--- src/rtl/pic_pkg.sv ---
// Package: shared encodings for the priority interrupt controller.
// Assumes the command opcode sits in the top three bits of the write byte.
package pic_pkg;

    typedef enum logic [1:0] {
        PM_FIXED    = 2'd0,
        PM_ROTATE   = 2'd1,
        PM_PINNED   = 2'd2
    } prio_mode_e;

    localparam logic [2:0] OP_END_SERVICE = 3'b001;
    localparam logic [2:0] OP_READ_SELECT = 3'b010;
    localparam logic [2:0] OP_SET_FIXED   = 3'b011;
    localparam logic [2:0] OP_SET_ROTATE  = 3'b100;
    localparam logic [2:0] OP_SET_PINNED  = 3'b101;

    localparam logic READ_REQ = 1'b0;
    localparam logic READ_SVC = 1'b1;

endpackage

--- src/rtl/pic_prio_pick.sv ---
// Module: pic_prio_pick
// Finds the highest-ranked set bit of a vector under a circular order whose
// bottom is `lowest`; rank 0 is the level just above `lowest`.
// Assumes `lowest` < LEVELS. Purely combinational.
module pic_prio_pick #(
    parameter int unsigned LEVELS = 8,
    localparam int unsigned IW    = (LEVELS > 1) ? $clog2(LEVELS) : 1
) (
    input  logic [LEVELS-1:0] vec,
    input  logic [IW-1:0]     lowest,
    output logic              found,
    output logic [IW-1:0]     idx,
    output logic [IW-1:0]     rank
);

    // Scan ranks from worst to best so the best set level is kept last.
    always_comb begin
        int lvl;
        found = 1'b0;
        idx   = '0;
        rank  = '0;
        for (int r = LEVELS - 1; r >= 0; r--) begin
            lvl = (int'(lowest) + 1 + r) % LEVELS;
            if (vec[lvl]) begin
                found = 1'b1;
                idx   = IW'(lvl);
                rank  = IW'(r);
            end
        end
    end

endmodule

--- src/rtl/pic_cmd_decode.sv ---
// Module: pic_cmd_decode
// Decodes processor writes: loads the mask, keeps the ordering mode, the
// lowest-ranked level and the read selection, and emits end-of-service.
// Assumes one write per strobe cycle and LEVELS <= DW.
module pic_cmd_decode
    import pic_pkg::*;
#(
    parameter int unsigned LEVELS = 8,
    parameter int unsigned DW     = 8,
    localparam int unsigned IW    = (LEVELS > 1) ? $clog2(LEVELS) : 1
) (
    input  logic              clk,
    input  logic              rst_n,
    input  logic              cs,
    input  logic              wr,
    input  logic              a0,
    input  logic [DW-1:0]     wdata,
    input  logic              svc_found,
    input  logic [IW-1:0]     svc_idx,
    output logic [LEVELS-1:0] mask,
    output prio_mode_e        mode,
    output logic [IW-1:0]     lowest,
    output logic              read_sel,
    output logic              end_service
);

    localparam logic [IW-1:0] BOTTOM = IW'(LEVELS - 1);

    logic       cmd_wr;
    logic       mask_wr;
    logic [2:0] opcode;
    logic       pin_ok;

    // Split a qualified write into the command and mask paths.
    always_comb begin
        cmd_wr      = cs && wr && !a0;
        mask_wr     = cs && wr && a0;
        opcode      = wdata[DW-1 -: 3];
        end_service = cmd_wr && (opcode == OP_END_SERVICE);
        pin_ok      = int'(wdata[IW-1:0]) < LEVELS;
    end

    // Hold the mask register.
    always_ff @(posedge clk) begin
        if (!rst_n) begin
            mask <= '0;
        end else if (mask_wr) begin
            mask <= wdata[LEVELS-1:0];
        end
    end

    // Hold the ordering mode, the bottom level and the read selection.
    always_ff @(posedge clk) begin
        if (!rst_n) begin
            mode     <= PM_FIXED;
            lowest   <= BOTTOM;
            read_sel <= READ_REQ;
        end else if (cmd_wr) begin
            case (opcode)
                OP_SET_FIXED: begin
                    mode   <= PM_FIXED;
                    lowest <= BOTTOM;
                end
                OP_SET_ROTATE: begin
                    mode   <= PM_ROTATE;
                    lowest <= BOTTOM;
                end
                OP_SET_PINNED: begin
                    if (pin_ok) begin
                        mode   <= PM_PINNED;
                        lowest <= wdata[IW-1:0];
                    end
                end
                OP_READ_SELECT: read_sel <= wdata[0];
                OP_END_SERVICE: begin
                    if (mode == PM_ROTATE && svc_found) begin
                        lowest <= svc_idx;
                    end
                end
                default: ;
            endcase
        end
    end

    assert_fixed_bottom_R4: assert property (@(posedge clk) disable iff (!rst_n)
        (mode == PM_FIXED) |-> (lowest == BOTTOM));

    assert_mask_load_R3: assert property (@(posedge clk) disable iff (!rst_n)
        (cs && wr && a0) |=> (mask == $past(wdata[LEVELS-1:0])));

    assert_rotate_on_end_R8: assert property (@(posedge clk) disable iff (!rst_n)
        (end_service && mode == PM_ROTATE && svc_found) |=> (lowest == $past(svc_idx)));

    assert_pinned_holds_R9: assert property (@(posedge clk) disable iff (!rst_n)
        (end_service && mode == PM_PINNED) |=> $stable(lowest));

endmodule

--- src/rtl/pic_level_regs.sv ---
// Module: pic_level_regs
// Keeps the request and in-service registers and the acknowledged index.
// Assumes ack_take is only high while the interrupt line is high, and that
// win_idx / svc_idx are valid whenever they are used.
module pic_level_regs #(
    parameter int unsigned LEVELS = 8,
    localparam int unsigned IW    = (LEVELS > 1) ? $clog2(LEVELS) : 1
) (
    input  logic              clk,
    input  logic              rst_n,
    input  logic [LEVELS-1:0] irq_in,
    input  logic              ack_take,
    input  logic [IW-1:0]     win_idx,
    input  logic              end_service,
    input  logic              svc_found,
    input  logic [IW-1:0]     svc_idx,
    output logic [LEVELS-1:0] req_q,
    output logic [LEVELS-1:0] svc_q,
    output logic [IW-1:0]     ack_idx
);

    localparam logic [LEVELS-1:0] ONE = {{(LEVELS-1){1'b0}}, 1'b1};

    logic [LEVELS-1:0] take_bit;
    logic [LEVELS-1:0] retire_bit;

    // One-hot vectors for the level taken and the level retired.
    always_comb begin
        take_bit   = ack_take ? (ONE << win_idx) : '0;
        retire_bit = (end_service && svc_found) ? (ONE << svc_idx) : '0;
    end

    // Latch new requests; an acknowledge clears its level in the same edge.
    always_ff @(posedge clk) begin
        if (!rst_n) begin
            req_q <= '0;
        end else begin
            req_q <= (req_q | irq_in) & ~take_bit;
        end
    end

    // Track levels under service.
    always_ff @(posedge clk) begin
        if (!rst_n) begin
            svc_q <= '0;
        end else begin
            svc_q <= (svc_q & ~retire_bit) | take_bit;
        end
    end

    // Remember the index of the last accepted acknowledge.
    always_ff @(posedge clk) begin
        if (!rst_n) begin
            ack_idx <= '0;
        end else if (ack_take) begin
            ack_idx <= win_idx;
        end
    end

    assert_req_sticky_R2: assert property (@(posedge clk) disable iff (!rst_n)
        !ack_take |=> ((req_q & $past(req_q)) == $past(req_q)));

    assert_ack_moves_level_R6: assert property (@(posedge clk) disable iff (!rst_n)
        ack_take |=> (svc_q[$past(win_idx)] && !req_q[$past(win_idx)]
                      && ack_idx == $past(win_idx)));

    assert_end_retires_one_R7: assert property (@(posedge clk) disable iff (!rst_n)
        (end_service && svc_found && !ack_take) |=>
            ($countones(svc_q) + 1 == $past($countones(svc_q))));

endmodule

--- src/rtl/pic_ctrl.sv ---
// Module: pic_ctrl (top)
// Eight-level priority interrupt controller: request latching, masking,
// three priority orderings, acknowledge handshake and a byte-wide port.
// Assumes ack is a one-cycle pulse and reads are combinational.
module pic_ctrl
    import pic_pkg::*;
#(
    parameter int unsigned LEVELS = 8,
    parameter int unsigned DW     = 8,
    localparam int unsigned IW    = (LEVELS > 1) ? $clog2(LEVELS) : 1
) (
    input  logic              clk,
    input  logic              rst_n,
    input  logic              cs,
    input  logic              wr,
    input  logic              a0,
    input  logic [DW-1:0]     wdata,
    output logic [DW-1:0]     rdata,
    input  logic [LEVELS-1:0] irq_in,
    input  logic              ack,
    output logic              int_out,
    output logic [IW-1:0]     ack_idx
);

    logic [LEVELS-1:0] mask;
    logic [LEVELS-1:0] req_q;
    logic [LEVELS-1:0] svc_q;
    logic [LEVELS-1:0] pending;
    prio_mode_e        mode;
    logic [IW-1:0]     lowest;
    logic              read_sel;
    logic              end_service;
    logic              req_found;
    logic [IW-1:0]     req_idx;
    logic [IW-1:0]     req_rank;
    logic              svc_found;
    logic [IW-1:0]     svc_idx;
    logic [IW-1:0]     svc_rank;
    logic              ack_take;

    pic_cmd_decode #(.LEVELS(LEVELS), .DW(DW)) u_cmd (
        .clk         (clk),
        .rst_n       (rst_n),
        .cs          (cs),
        .wr          (wr),
        .a0          (a0),
        .wdata       (wdata),
        .svc_found   (svc_found),
        .svc_idx     (svc_idx),
        .mask        (mask),
        .mode        (mode),
        .lowest      (lowest),
        .read_sel    (read_sel),
        .end_service (end_service)
    );

    pic_level_regs #(.LEVELS(LEVELS)) u_regs (
        .clk         (clk),
        .rst_n       (rst_n),
        .irq_in      (irq_in),
        .ack_take    (ack_take),
        .win_idx     (req_idx),
        .end_service (end_service),
        .svc_found   (svc_found),
        .svc_idx     (svc_idx),
        .req_q       (req_q),
        .svc_q       (svc_q),
        .ack_idx     (ack_idx)
    );

    // Requests allowed into arbitration.
    always_comb pending = req_q & ~mask;

    pic_prio_pick #(.LEVELS(LEVELS)) u_pick_req (
        .vec    (pending),
        .lowest (lowest),
        .found  (req_found),
        .idx    (req_idx),
        .rank   (req_rank)
    );

    pic_prio_pick #(.LEVELS(LEVELS)) u_pick_svc (
        .vec    (svc_q),
        .lowest (lowest),
        .found  (svc_found),
        .idx    (svc_idx),
        .rank   (svc_rank)
    );

    // Interrupt only when the best request outranks all work in service.
    always_comb begin
        int_out  = req_found && (!svc_found || (req_rank < svc_rank));
        ack_take = ack && int_out;
    end

    // Read mux: mask on a0 high, else the selected level register.
    always_comb begin
        rdata = '0;
        if (cs) begin
            if (a0) begin
                rdata[LEVELS-1:0] = mask;
            end else if (read_sel == READ_SVC) begin
                rdata[LEVELS-1:0] = svc_q;
            end else begin
                rdata[LEVELS-1:0] = req_q;
            end
        end
    end

    assert_no_nest_same_level_R5: assert property (@(posedge clk) disable iff (!rst_n)
        int_out |-> !svc_q[req_idx]);

    assert_idle_ack_ignored_R6: assert property (@(posedge clk) disable iff (!rst_n)
        (ack && !int_out) |=> $stable(ack_idx));

    assert_mode_legal_R12: assert property (@(posedge clk) disable iff (!rst_n)
        (mode == PM_FIXED) || (mode == PM_ROTATE) || (mode == PM_PINNED));

endmodule

--- config.mk ---
export PLATFORM = sky130hd
export DESIGN_NAME = pic_ctrl
export DESIGN_NICKNAME = d
export VERILOG_FILES = /design/src/rtl/pic_pkg.sv /design/src/rtl/pic_prio_pick.sv /design/src/rtl/pic_cmd_decode.sv /design/src/rtl/pic_level_regs.sv /design/src/rtl/pic_ctrl.sv
export SDC_FILE = /design/constraint.sdc
export NUM_CORES = 1
export LEC_CHECK = 0
export ABC_AREA = 1
export CORE_MARGIN = 2
export CORE_UTILIZATION = 37
export DETAILED_ROUTE_END_ITERATION = 8
export HOLD_SLACK_MARGIN = 0.02
export PLACE_DENSITY = 0.64
export SYNTH_ARGS = -nofsm -noshare
export SYNTH_HDL_FRONTEND = slang
export SYNTH_SLANG_ARGS = --single-unit
--- constraint.sdc ---
create_clock -name clk -period 6.9 [get_ports clk]
set_input_delay 1.38 -clock clk [delete_from_list [all_inputs] [get_ports clk]]
set_output_delay 1.38 -clock clk [all_outputs]
set_load 0.05 [all_outputs]
== After elaboration in Yosys (flattened, before gate mapping) ==
Cells that the tools add are included.

* Register bits: 33
* Latch bits: 0
* RAM bits: 0
* Bits in read-only memories: 0
* Bits of input ports: 22
* Output and inout port bits: 12
* Memories kept: 0

* Add/sub/neg operators: 8
* $mul: 0
* Divide/modulo/power cells: 0
* $lt $le $gt $ge: 9
* Equality and inequality tests: 7
* Shift operators: 2
* Multiplexer cells: 88
* Bitwise operators: 8
* Reduce and logical (&&, ||, !) cells: 17

{| class="wikitable"
|+ Operators by type and width
! operator !! number
|-
| $mux 3 || 33
|-
| $bmux 1 s3 || 16
|-
| $mux 8 || 5
|-
| $lt 3x4->1 const B || 8
|-
| $mux 1 || 32
|-
| $and 8x8->8 || 3
|-
| $not 8->8 || 3
|-
| $or 8x8->8 || 2
|-
| $shl 1x3->8 const A || 2
|-
| $add 3x3->3 const B || 4
|-
| $pmux 3 s3 || 1
|-
| $logic_and 1x1->1 || 8
|-
| $add 3x1->3 const B || 2
|-
| $add 3x2->3 const B || 2
|-
| $eq 3x2->1 const B || 2
|-
| $eq 3x3->1 const B || 2
|-
| $pmux 2 s3 || 1
|-
| $reduce_bool 3->1 || 2
|-
| $reduce_and 2->1 || 2
|-
| $eq 3x1->1 const B || 1
|-
| $lt 3x3->1 || 1
|-
| $reduce_and 3->1 || 1
|-
| $eq 2x1->1 const B || 1
|-
| $logic_not 1->1 || 2
|-
| other kinds (3) || 3
|}

== Longest topological paths before layout ==
* Depth in word-level cells: 19
* Gate-level depth with buffers: 25
* Gate-level depth less buffers: 23

== Cells and area by module ==
A second synthesis with hierarchy kept.

* Cells, all modules: 679
* Area, all modules: 3606.0 µm²

{| class="wikitable"
|+ By module, submodules not included
! module !! instances !! cells an instance !! area each (µm²) !! seq. area each (µm²)
|-
| pic_prio_pick || 2 || 195 || 879.6 || 0.0
|-
| pic_cmd_decode || 1 || 109 || 720.7 || 280.3
|-
| pic_level_regs || 1 || 97 || 711.9 || 380.4
|-
| pic_ctrl || 1 || 83 || 414.1 || 0.0
|}

== Worst setup path before layout ==
No wires, ideal clock.

* Path type: register to output
* From: reg u_cmd.lowest[0]
* To: out int_out
* Data arrival time: 3.657 ns
* Required time: 5.520 ns
* Slack: 1.863 ns
* Cell stages (with the launch flop): 19
* Cells stage by stage: dfxtp_1 > inv_2 > buf_6 > ha_1 > inv_1 > buf_6 > nand2_1 > nand2_2 > nand3_1 > nand3_2 > nand2_1 > inv_2 > nand2_1 > nor3_1 > nor3_1 > ha_1 > a21oi_1 > nand2_2 > a21boi_0

* Cells in the longest elaborated chain, start to end: 15

{| class="wikitable"
|+ RTL lines
! item !! RTL line !! RTL
|-
| from (decl) || pic_cmd_decode.sv:22 || <nowiki>output logic [IW-1:0] lowest,</nowiki>
|-
| from (signal assigned) || pic_cmd_decode.sv:71 || <nowiki>lowest <= wdata[IW-1:0];</nowiki>
|-
| from (signal assigned) || pic_cmd_decode.sv:77 || <nowiki>lowest <= svc_idx;</nowiki>
|-
| $add 3x1->3 * || pic_prio_pick.sv:23 || <nowiki>lvl = (int'(lowest) + 1 + r) % LEVELS;</nowiki>
|-
| $add 3x3->3 || pic_prio_pick.sv:23 ||
|-
| $bmux 1 s3 || pic_prio_pick.sv:24 || <nowiki>if (vec[lvl]) begin</nowiki>
|-
| $mux 1 (not written as such) || pic_prio_pick.sv:24 ||
|-
| $mux 3 or $mux 1 (tied branches) (8 in a row) || pic_prio_pick.sv:24 ||
|-
| $lt 3x3->1 or $logic_not 1->1 (tied branches) || pic_ctrl.sv:92 || <nowiki>int_out = req_found && (!svc_found || (req_rank < svc_rank));</nowiki>
|-
| $logic_or 1x1->1 || pic_ctrl.sv:92 ||
|-
| $logic_and 1x1->1 * || pic_ctrl.sv:92 ||
|-
| to (decl) || pic_ctrl.sv:21 || <nowiki>output logic int_out,</nowiki>
|}

Every way passes the cells marked *; elsewhere a longest branch is shown, timed or not. The select of a mux whose other input is x is not followed.

== Final worst setup path ==
Same ends and word-level chain as after synthesis.

==> impl_metrics.toml <==
[setup_path]
path_cells = "inv_2 > ha_1 > inv_1 > nand2_1 > nand2_1 > nand3_1 > nand3_2 > nand2_1 > inv_2 > nand2_1 > nor3_1 > nor3_1 > ha_1 > a21oi_1 > nand2_2 > a21boi_0 > clkdlybuf4s50_1"
startpoint = "u_cmd.lowest[0]"
crit_slowest_cell = "clkdlybuf4s50_1"
crit_fanout = 22
crit_path_end_kind = "primary output"
rrSetupSlack_ns = 2.79
start_kind = "register"
arrival_ns = 4.74
critical_path_required_ns = 5.52
reg2reg_depth = 20
worst-setup-path-type = "register to primary output"
reg2reg_from = "u_cmd.lowest[0]"
cp_common_cell = "nand2_1"
cpPeakStageDelay_ns = 0.82
r2r-end = "u_regs.svc_q[2]"

[drt]
dr.pass1.iters = 6
route.detailed.drc = 0
antenna_left = 0
routed_wl_mm = 9.64
dr_total_vias = 3496
drt_iter0_markers = 250
avgViaCountPerCell = 5.23
wl_per_cell_um = 14.4

[cts]
cts_sinks = 33
cts-root-buf = "clkbuf_8"
cts_buffers = 5
clock_tree.buffer_depth = 2
cts_hold_buf = 0
clkLatencyLatePin_ns = 0.29
cts_resized = 0
cts_tree = "yes"
cts.clk_slew.worst_paths_ns = 0.07
htree_levels = 2
post_cts_buffers = 0

[yosys]
synth_top_cell_area_share_pct = 21.8
netlist_area_um2 = 3030
yosysSeqAreaShare_pct = 21.8
ys_ff_latch = 33
synth_warnings = 0
yosysTopAreaCell = "dfxtp_1"
synthTopCellsByArea = "dfxtp_1, nand2_1, nand3_1, inv_1, nor2_1"
mappedNetlistNets = 564
synth_cell_types = 33
netlist_instances = 538
postSynthAreaPerCell_um2 = 5.64

[die]
die_area_um2 = 8930
initial_core_util_pct = 37.5
ios = 34
coreArea_um2 = 8090
chipHeight_um = 94.5
fp.dieW_um = 94.5
fp-row-count = 33

[global_route]
grt_pass1_wl_mm = 15.9
grt_max_degree = 24
grt_use_total_pct = 22.9
gr-total-overflow = 0
antenna_found_initial = 0
grt_pass1_vias = 3240

[finish]
area_growth_pct = 16.7
drive_above_1_share_pct = 7.80
final_common_cell = "nand2_1"
nNetsFinal = 589
regArea_um2 = 661
final_cell_mix = "nand2_1, nand3_1, inv_1, nor2_1, a21oi_1"
multi_input_area_um2 = 2000
n_antenna_cell = 0
fillCellCount = 899

[placed_design]
dp_hpwl_mm = 7.70
dp_slack_ns = 1.11
gp_congestion = 0.953
numPortBuffers = 33

[timing]
period_needed_ns = 6.12
hold_viol = 0
clock_skew_ns = 0.00466
final.setup.worst_slack_ns = 0.780
min_period_over_period_pct = 88.7
relSlewSlack_pct = 52.6
setup_violations = 0
max_slew.worst_pin.slew_ns = 0.708
fin_tns_setup_ns = 0
clock.fmax_mhz = 163
maxSlewViolCount = 0
rsz0062_at_grt = "no"

[status]
outcome = "finished clean"

[power]
ir_drop_uv = 239
p_leak_nw = 1.73
p_per_area_nw_per_um2 = 323

[run]
maxCapViolCount = 0

[min_path]
hp-start = "u_cmd.mode[1]"
min_path_cells = 2
min_path_type = "register to register"
min_to = "u_cmd.mode[1]"
-- final cells by class --
cell class,count,area share (%)
inverter,72,7.64
multi-input combinational,417,56.5
clock inverter,3,1.94
clock buffer,5,1.94
timing repair buffer,34,9.55
tap,105,3.71
sequential,33,18.7
-- report_power, final --
group / switching (mW) / total (mW) / internal, mW
clock: 0.0763 / 0.222 / 0.145
combinational: 0.469 / 0.680 / 0.211
sequential: 0.0262 / 0.243 / 0.217
total: 0.571 / 1.14 / 0.573
-- cells in the mapped netlist --
cell type	n
nand2_1	147
nand3_1	85
inv_1	67
nor2_1	55
a21oi_1	38
o21ai_0	35
dfxtp_1	33
nand2_2	11
clkbuf_1	8
nand4_1	6
nor2_2	6
inv_2	5
buf_6	4
ha_1	4
o21ai_1	4
mux2_2	3
nand2_4	3
o211ai_1	3
o221ai_1	3
buf_2	2
buf_4	2
nand3_2	2
nor3_1	2
a21boi_0	1
a21oi_2	1
a21oi_4	1
a31oi_1	1
nand3_4	1
nor4_1	1
o21a_1	1
o21ai_2	1
or2_0	1
or2_2	1
-- routing by layer --
| metal | track usage (%) | vias up | routed length (um) |
|---|---|---|---|
| met5 | 0 | - | 0 |
| met4 | 6.40 | 0 | 199 |
| met3 | 2.63 | 17 | 599 |
| met2 | 39.5 | 104 | 4530 |
| met1 | 30.1 | 1574 | 4310 |
| li1 | - | 1801 | - |
-- flip-flops by register name, indices dropped and copies added, names as in the netlist --
register / count
u_cmd.lowest: 3
u_cmd.mask: 8
u_cmd.mode: 2
u_cmd.read_sel: 1
u_regs.ack_idx: 3
u_regs.req_q: 8
u_regs.svc_q: 8
-- worst max-delay path: cells and delay by family (launching register included) --
family / cells / cell delay [ns]
flip-flops: 1 / 0.32
AND/OR/NAND/NOR: 9 / 1.28
adder cells (fa/ha/maj): 2 / 0.77
AO/OA/AOI/OAI: 2 / 0.36
buffers and inverters: 4 / 1.71
-- worst max path at each step --
stage	to	slack [ns]
3_3_place_gp	int_out	1.23
2_1_floorplan	int_out	1.86
3_5_place_dp	int_out	1.11
4_1_cts	int_out	0.79
5_1_grt	int_out	0.34
6_report	int_out	0.78
-- per-stage QoR --
stage                     util (%)  power [mW]  cell area [um^2]  cells  hold slack (ns)
final                         43.7        1.14              3540    669            0.475
after detailed placement      42.0       0.919              3400    661            0.467
after global placement        42.0       0.916              3400    661            0.459
after global routing          43.7        1.24              3540    669            0.508
after CTS                     43.7        1.15              3540    669            0.477
after floorplan                  -       0.742              3030    538            0.441
-- kinds of logic after synthesis --
group,after synthesis,synth area share [%]
AND/OR/NAND/NOR,321,47.1
adder cells (fa/ha/maj),4,1.65
AO/OA/AOI/OAI,89,16.1
multiplexers,3,1.11
flip-flops,33,21.8
buffers and inverters,88,12.2
(Power assumes the default switching activity.)
